**config.mk**
```make
export PLATFORM = sky130hd
export DESIGN_NAME = tx_hdr_seq
export DESIGN_NICKNAME = d
export VERILOG_FILES = /design/src/rtl/tx_hdr_pkg.sv /design/src/rtl/tx_hdr_crc16.sv /design/src/rtl/tx_hdr_lead.sv /design/src/rtl/tx_hdr_seq.sv
export SDC_FILE = /design/constraint.sdc
export NUM_CORES = 1
export LEC_CHECK = 0
export ABC_AREA = 1
export BUFFER_PORTS_ARGS = -buffer_cell sky130_fd_sc_hd__buf_4
export CORE_ASPECT_RATIO = 0.9
export CORE_MARGIN = 3
export CORE_UTILIZATION = 40
export CTS_BUF_LIST = sky130_fd_sc_hd__clkbuf_16
export DETAILED_ROUTE_END_ITERATION = 8
export PLACE_DENSITY = 0.57
export REMOVE_ABC_BUFFERS = 1
export SYNTH_ARGS = -nofsm -noshare
export SYNTH_HDL_FRONTEND = slang
export SYNTH_HIERARCHICAL = 1
export SYNTH_SLANG_ARGS = --single-unit
```
**constraint.sdc**
```tcl
create_clock -name clk -period 3.8 [get_ports clk]
set_input_delay 0.95 -clock clk [delete_from_list [all_inputs] [get_ports clk]]
set_output_delay 0.95 -clock clk [all_outputs]
set_load 0.02 [all_outputs]
```
**src/rtl/tx_hdr_pkg.sv**
```systemverilog
package tx_hdr_pkg;
  typedef enum logic [2:0] {
    PH_IDLE, PH_PRE, PH_SFD, PH_SIG, PH_SVC, PH_LEN, PH_CRC, PH_DATA
  } phase_t;

  localparam logic [15:0] SFD_WORD = 16'hF3A0;
  localparam logic [15:0] CRC_POLY = 16'h1021;
  localparam logic [15:0] CRC_INIT = 16'hFFFF;

  // field that follows p in format m
  function automatic phase_t next_phase(input phase_t p, input logic [1:0] m);
    phase_t n;
    case (p)
      PH_PRE:  n = PH_SFD;
      PH_SFD:  n = (m == 2'd0) ? PH_DATA :
                   (m == 2'd1) ? PH_CRC  :
                   (m == 2'd2) ? PH_LEN  : PH_SIG;
      PH_SIG:  n = PH_SVC;
      PH_SVC:  n = PH_LEN;
      PH_LEN:  n = PH_CRC;
      PH_CRC:  n = PH_DATA;
      default: n = PH_IDLE;
    endcase
    return n;
  endfunction

  // header bits after the preamble for format m
  function automatic logic [6:0] post_pre_bits(input logic [1:0] m);
    logic [6:0] b;
    b = 7'd16;
    if (m != 2'd0) b = b + 7'd16;
    if (m[1])      b = b + 7'd16;
    if (m == 2'd3) b = b + 7'd16;
    return b;
  endfunction
endpackage

```
**src/rtl/tx_hdr_crc16.sv**
```systemverilog
module tx_hdr_crc16
  import tx_hdr_pkg::*;
(
  input  logic        clk,
  input  logic        rst_n,
  input  logic        clr,
  input  logic        shift,
  input  logic        din,
  output logic [15:0] crc
);
  logic fb;
  assign fb = crc[15] ^ din;

  always_ff @(posedge clk) begin
    if (!rst_n || clr) crc <= CRC_INIT;
    else if (shift)    crc <= {crc[14:0], 1'b0} ^ (fb ? CRC_POLY : 16'h0000);
  end
endmodule

```
**src/rtl/tx_hdr_lead.sv**
```systemverilog
module tx_hdr_lead #(
  parameter int REM_W = 9
) (
  input  logic             clk,
  input  logic             rst_n,
  input  logic             load,
  input  logic [REM_W-1:0] total,
  input  logic [4:0]       lead,
  input  logic             step,
  input  logic             done,
  output logic             rdy
);
  logic [REM_W-1:0] rem;
  logic [4:0]       lead_q;

  always_ff @(posedge clk) begin
    if (!rst_n) begin
      rem    <= '0;
      lead_q <= '0;
      rdy    <= 1'b0;
    end else if (load) begin
      rem    <= total;
      lead_q <= lead;
      rdy    <= (total <= REM_W'(lead));
    end else if (done) begin
      rdy <= 1'b0;
    end else if (step) begin
      rem <= rem - REM_W'(1);
      if (rem <= REM_W'(lead_q) + REM_W'(1)) rdy <= 1'b1;
    end
  end

  // header steps never outnumber the loaded count
  assert_step_in_window_R8: assert property (@(posedge clk) disable iff (!rst_n)
    step |-> rem != '0);
endmodule

```
**src/rtl/tx_hdr_seq.sv**
```systemverilog
module tx_hdr_seq
  import tx_hdr_pkg::*;
#(
  parameter int PRE_W = 7
) (
  input  logic             clk,
  input  logic             rst_n,
  input  logic             start,
  input  logic             bit_en,
  input  logic [1:0]       cfg_mode,
  input  logic             cfg_qpsk,
  input  logic             cfg_const_rate,
  input  logic [4:0]       cfg_lead,
  input  logic [PRE_W-1:0] cfg_pre_len,
  input  logic [7:0]       hdr_signal,
  input  logic [7:0]       hdr_service,
  input  logic [15:0]      hdr_length,
  input  logic             pl_valid,
  input  logic             pl_data,
  input  logic             pl_last,
  output logic             pl_ready,
  output logic             tx_valid,
  output logic             tx_bit,
  output logic             tx_qpsk,
  output logic             tx_rdy
);
  localparam int IDX_W = (PRE_W > 4) ? PRE_W : 4;
  localparam int REM_W = ((PRE_W > 6) ? PRE_W : 6) + 2;

  phase_t           phase;
  logic [1:0]       mode_q;
  logic             qpsk_q, const_q, rep;
  logic [PRE_W-1:0] pre_q;
  logic [7:0]       sig_q, svc_q;
  logic [15:0]      len_q;
  logic [IDX_W-1:0] idx, flen;
  logic [15:0]      crc;
  logic             idle, in_hdr, launch, hdr_en, adv, cur_bit, take, fin, crc_shift;
  logic [REM_W-1:0] hbits, total;

  assign idle     = (phase == PH_IDLE);
  assign in_hdr   = !idle && (phase != PH_DATA);
  assign launch   = start && idle;
  assign hdr_en   = bit_en && in_hdr;
  assign adv      = hdr_en && (!const_q || rep);
  assign pl_ready = bit_en && (phase == PH_DATA);
  assign take     = pl_ready && pl_valid;
  assign fin      = take && pl_last;
  assign crc_shift = adv && (phase inside {PH_SIG, PH_SVC, PH_LEN});

  assign hbits = REM_W'(cfg_pre_len) + REM_W'(post_pre_bits(cfg_mode));
  assign total = cfg_const_rate ? {hbits[REM_W-2:0], 1'b0} : hbits;

  always_comb begin
    case (phase)
      PH_PRE:         flen = IDX_W'(pre_q);
      PH_SIG, PH_SVC: flen = IDX_W'(8);
      default:        flen = IDX_W'(16);
    endcase
    case (phase)
      PH_PRE:  cur_bit = 1'b1;
      PH_SFD:  cur_bit = SFD_WORD[idx[3:0]];
      PH_SIG:  cur_bit = sig_q[idx[2:0]];
      PH_SVC:  cur_bit = svc_q[idx[2:0]];
      PH_LEN:  cur_bit = len_q[idx[3:0]];
      PH_CRC:  cur_bit = ~crc[4'd15 - idx[3:0]];
      default: cur_bit = 1'b0;
    endcase
  end

  always_ff @(posedge clk) begin
    if (!rst_n) begin
      phase    <= PH_IDLE;
      idx      <= '0;
      rep      <= 1'b0;
      mode_q   <= '0;
      qpsk_q   <= 1'b0;
      const_q  <= 1'b0;
      pre_q    <= '0;
      sig_q    <= '0;
      svc_q    <= '0;
      len_q    <= '0;
      tx_valid <= 1'b0;
      tx_bit   <= 1'b0;
      tx_qpsk  <= 1'b0;
    end else begin
      tx_valid <= 1'b0;
      if (launch) begin
        phase   <= PH_PRE;
        idx     <= '0;
        rep     <= 1'b0;
        mode_q  <= cfg_mode;
        qpsk_q  <= cfg_qpsk && (cfg_mode != 2'd0);
        const_q <= cfg_const_rate;
        pre_q   <= cfg_pre_len;
        sig_q   <= hdr_signal;
        svc_q   <= hdr_service;
        len_q   <= hdr_length;
      end else if (hdr_en) begin
        tx_valid <= 1'b1;
        tx_bit   <= cur_bit;
        tx_qpsk  <= 1'b0;
        if (const_q && !rep) begin
          rep <= 1'b1;
        end else begin
          rep <= 1'b0;
          if (idx == flen - IDX_W'(1)) begin
            idx   <= '0;
            phase <= next_phase(phase, mode_q);
          end else begin
            idx <= idx + IDX_W'(1);
          end
        end
      end else if (take) begin
        tx_valid <= 1'b1;
        tx_bit   <= pl_data;
        tx_qpsk  <= qpsk_q;
        if (pl_last) phase <= PH_IDLE;
      end
    end
  end

  tx_hdr_crc16 u_crc (
    .clk(clk), .rst_n(rst_n), .clr(launch), .shift(crc_shift), .din(cur_bit), .crc(crc)
  );

  tx_hdr_lead #(.REM_W(REM_W)) u_lead (
    .clk(clk), .rst_n(rst_n), .load(launch), .total(total), .lead(cfg_lead),
    .step(hdr_en), .done(fin), .rdy(tx_rdy)
  );

  assert_prelen_nonzero_R3: assert property (@(posedge clk) disable iff (!rst_n)
    launch |-> cfg_pre_len != '0);
  assert_header_bpsk_R6: assert property (@(posedge clk) disable iff (!rst_n)
    hdr_en |=> tx_valid && !tx_qpsk);
  assert_mode0_bpsk_R6: assert property (@(posedge clk) disable iff (!rst_n)
    take && mode_q == 2'd0 |=> !tx_qpsk);
  assert_rdy_before_payload_R8: assert property (@(posedge clk) disable iff (!rst_n)
    pl_ready |-> tx_rdy);
  assert_idle_after_last_R10: assert property (@(posedge clk) disable iff (!rst_n)
    fin |=> idle && !tx_rdy);
  assert_start_ignored_R11: assert property (@(posedge clk) disable iff (!rst_n)
    start && !idle && !bit_en |=> $stable(phase) && $stable(idx) && $stable(mode_q));
  assert_no_pulse_idle_R12: assert property (@(posedge clk) disable iff (!rst_n)
    !bit_en |=> !tx_valid);
endmodule

```
==> impl_metrics.env <==
export IMPL_status="finished, final reports clean"
export IMPL_die_w_microns=125
export IMPL_area_growth_pct=15.6
export IMPL_hp_class="flip-flop to flip-flop"
export IMPL_fmax_mhz=363
export IMPL_synth_seq_cells=89
export IMPL_wl_per_cell_microns=14.2
export IMPL_postCtsHoldBufs=0
export IMPL_vias=4854
export IMPL_crit_arrival_ns=1.80
export IMPL_layout_drive_gt1_share_pct=15.6
export IMPL_n_antenna_cell=0
export IMPL_hold_depth=2
export IMPL_core_area_sq_um=12300
export IMPL_syn_avg_cell_area_sq_um=6.92
export IMPL_ys_warn_count=6
export IMPL_grt_max_degree=65
export IMPL_port_buffers=59
export IMPL_drc=0
export IMPL_slew_headroom_pct=50.0
export IMPL_insertion_delay_ns=0.35
export IMPL_synth_cells=741
export IMPL_grt_pass1_vias=4508
export IMPL_hold_violations=0
export IMPL_fin_area_sq_um=5930
export IMPL_p_per_area_nw_per_um2=382
export IMPL_required_ns=2.85
export IMPL_start_util_pct=41.8
export IMPL_synth_area_sq_um=5120
export IMPL_row_count=38
export IMPL_chipHeight_microns=113
export IMPL_drt_iter0_markers=362
export IMPL_synth_top_cells_by_area="dfxtp_1 (35%), nand2_1 (13%), a21oi_1 (7.8%)"
export IMPL_grt_use_total_pct=19.1
export IMPL_hpwl_microns=9770
export IMPL_ant_nets=0
export IMPL_synth_edf_count=0
export IMPL_dieArea_sq_um=14200
export IMPL_fin_util_pct=48.3
export IMPL_fin_crit_ns=2.75
export IMPL_power_leakage_nw=2.61
export IMPL_fin_skew_ns=0.00753
export IMPL_synth_flop_cell="dfxtp_1"
export IMPL_ir_worst_vdd_mv=0.250
export IMPL_criticalPathCategory="flip-flop to primary output"
export IMPL_async_reset_ff_share_pct=0
export IMPL_finalWeightedCongestion=0.907
export IMPL_grt_overflow_total=0
export IMPL_cts_buffers=9
export IMPL_setup_viol=0
export IMPL_cts_resized=0
export IMPL_place_area_sq_um=5650
export IMPL_synth_largest_area_cell="dfxtp_1"
export IMPL_fin_nets=862
export IMPL_max_cap_violations=0
export IMPL_yosysTopAreaCellShare_pct=34.8
export IMPL_synth_cell_type_count=45
export IMPL_seq_area_frac_synth_pct=34.8
export IMPL_cts_max_path_buffers=2
export IMPL_root_buffer="clkbuf_16"
export IMPL_clock_sinks=89
export IMPL_tightest_slew_ns=0.750
export IMPL_postCtsSetupBuffers=0
export IMPL_rsz0062_at_grt="false"
export IMPL_grt_pass1_wl_microns=22000
export IMPL_cts_tree="built"
export IMPL_reg2regPathDepth=12
export IMPL_antenna_found_initial=0
export IMPL_firstDrtPassIters=4
export IMPL_viasPerCell=5.11
export IMPL_io_pins=60
export IMPL_crit_fanout=9
export IMPL_maxSlewViolCount=0
export IMPL_crit_path_end_kind="primary output"
export IMPL_clkSlewWorstSetupHoldPaths_ns=0.07
export IMPL_htreeDepth=3
export IMPL_fin_crit_sh_pct=72.5
export IMPL_wl_microns=13500
export IMPL_worst_setup_path_start_kind="flip-flop"
## cells in the final DEF, fill, tap and decap left out, types with 6 or more instances in the layout
master and n:
a21oi_1 80, a31oi_1 7, buf_4 64, clkbuf_16 9
dfxtp_1 89, ha_1 21, inv_1 74, inv_2 7
nand2_1 176, nand2_2 11, nand3_1 49, nand3b_1 7
nand4_1 6, nor2_1 47, nor2_4 7, o21ai_0 70
xor2_1 11
## layer usage
metal	track usage [%]	vias up	share of wire, %
met5	0	-	0
met4	5.49	0	1.3
met3	5.15	14	4.5
met2	30.2	82	45
met1	25.7	2235	50
li1	-	2523	-
## critical path, stage by stage, from the launching register on
cell	delay (ns)
dfxtp_1	0.55
nand2_1	0.18
nor2_1	0.11
inv_1	0.07
nor2_1	0.32
buf_4	0.22
## through the flow
stage	total power, mW	hold slack [ns]	TNS [ns]	std cells	setup WS, ns
6_report	2.26	0.454	0	950	1.05
3_3_place_gp	1.44	0.439	0	934	0.767
4_1_cts	2.28	0.454	0	950	1.04
5_1_grt	2.38	0.477	0	950	0.890
2_1_floorplan	1.31	0.429	-2.71	710	-0.266
3_5_place_dp	1.45	0.445	0	934	0.706
## report_power, final
group	internal [mW]	switching (mW)	leakage [nW]	total [mW]
clock network	0.442	0.386	0.129	0.827
logic	0.162	0.252	1.76	0.414
registers	0.984	0.0351	0.730	1.02
## logic make-up (layout without fill, tap and decap cells)
logic type | count (synthesis) | count (layout) | share of synthesized area, %
AOI/OAI and AO/OA | 177 | 177 | 18.8
buffers and inverters | 116 | 165 | 9.37
xor gates and xnor gates | 15 | 15 | 2.56
adders and majority gates | 22 | 22 | 5.52
DFF | 89 | 89 | 34.8
and+or+nand+nor | 322 | 322 | 29.0
## path summary, 6_finish.rpt
kind,startpoint,end,slack (ns)
setup / recovery,phase[0],pl_ready,1.05
hold / removal,svc_q[3],svc_q[3],0.45
setup reg to reg,phase[0],u_lead/rem[8],1.34
hold reg to reg,svc_q[3],svc_q[3],0.45
## state kept, by name, summed over array words and instances, names as in the netlist, 2 cells and up, named ones only
register and flops:
len_q 16, svc_q 8, phase 3, sig_q 8, u_lead/lead_q 5, pre_q 7
mode_q 2, idx 7, u_lead/rem 9, u_crc/crc 16
## cell usage after synthesis (11+ instances only)
cell type  count
a21oi_1       80
inv_1         74
dfxtp_1       89
nand2_1      176
nor2_1        47
o21ai_0       70
nand2_2       11
ha_1          21
nand3_1       50
clkbuf_1      18
xor2_1        11
## layout make-up
class | instances | area, sq um
tap | 160 | 200
inverter | 85 | 324
sequential | 89 | 1780
clock inverter | 7 | 46.3
multi-input combinational | 536 | 2870
fill | 1254 | 6340
clock buffer | 9 | 225
timing repair buffer | 64 | 480
(Power assumes the default switching activity.)
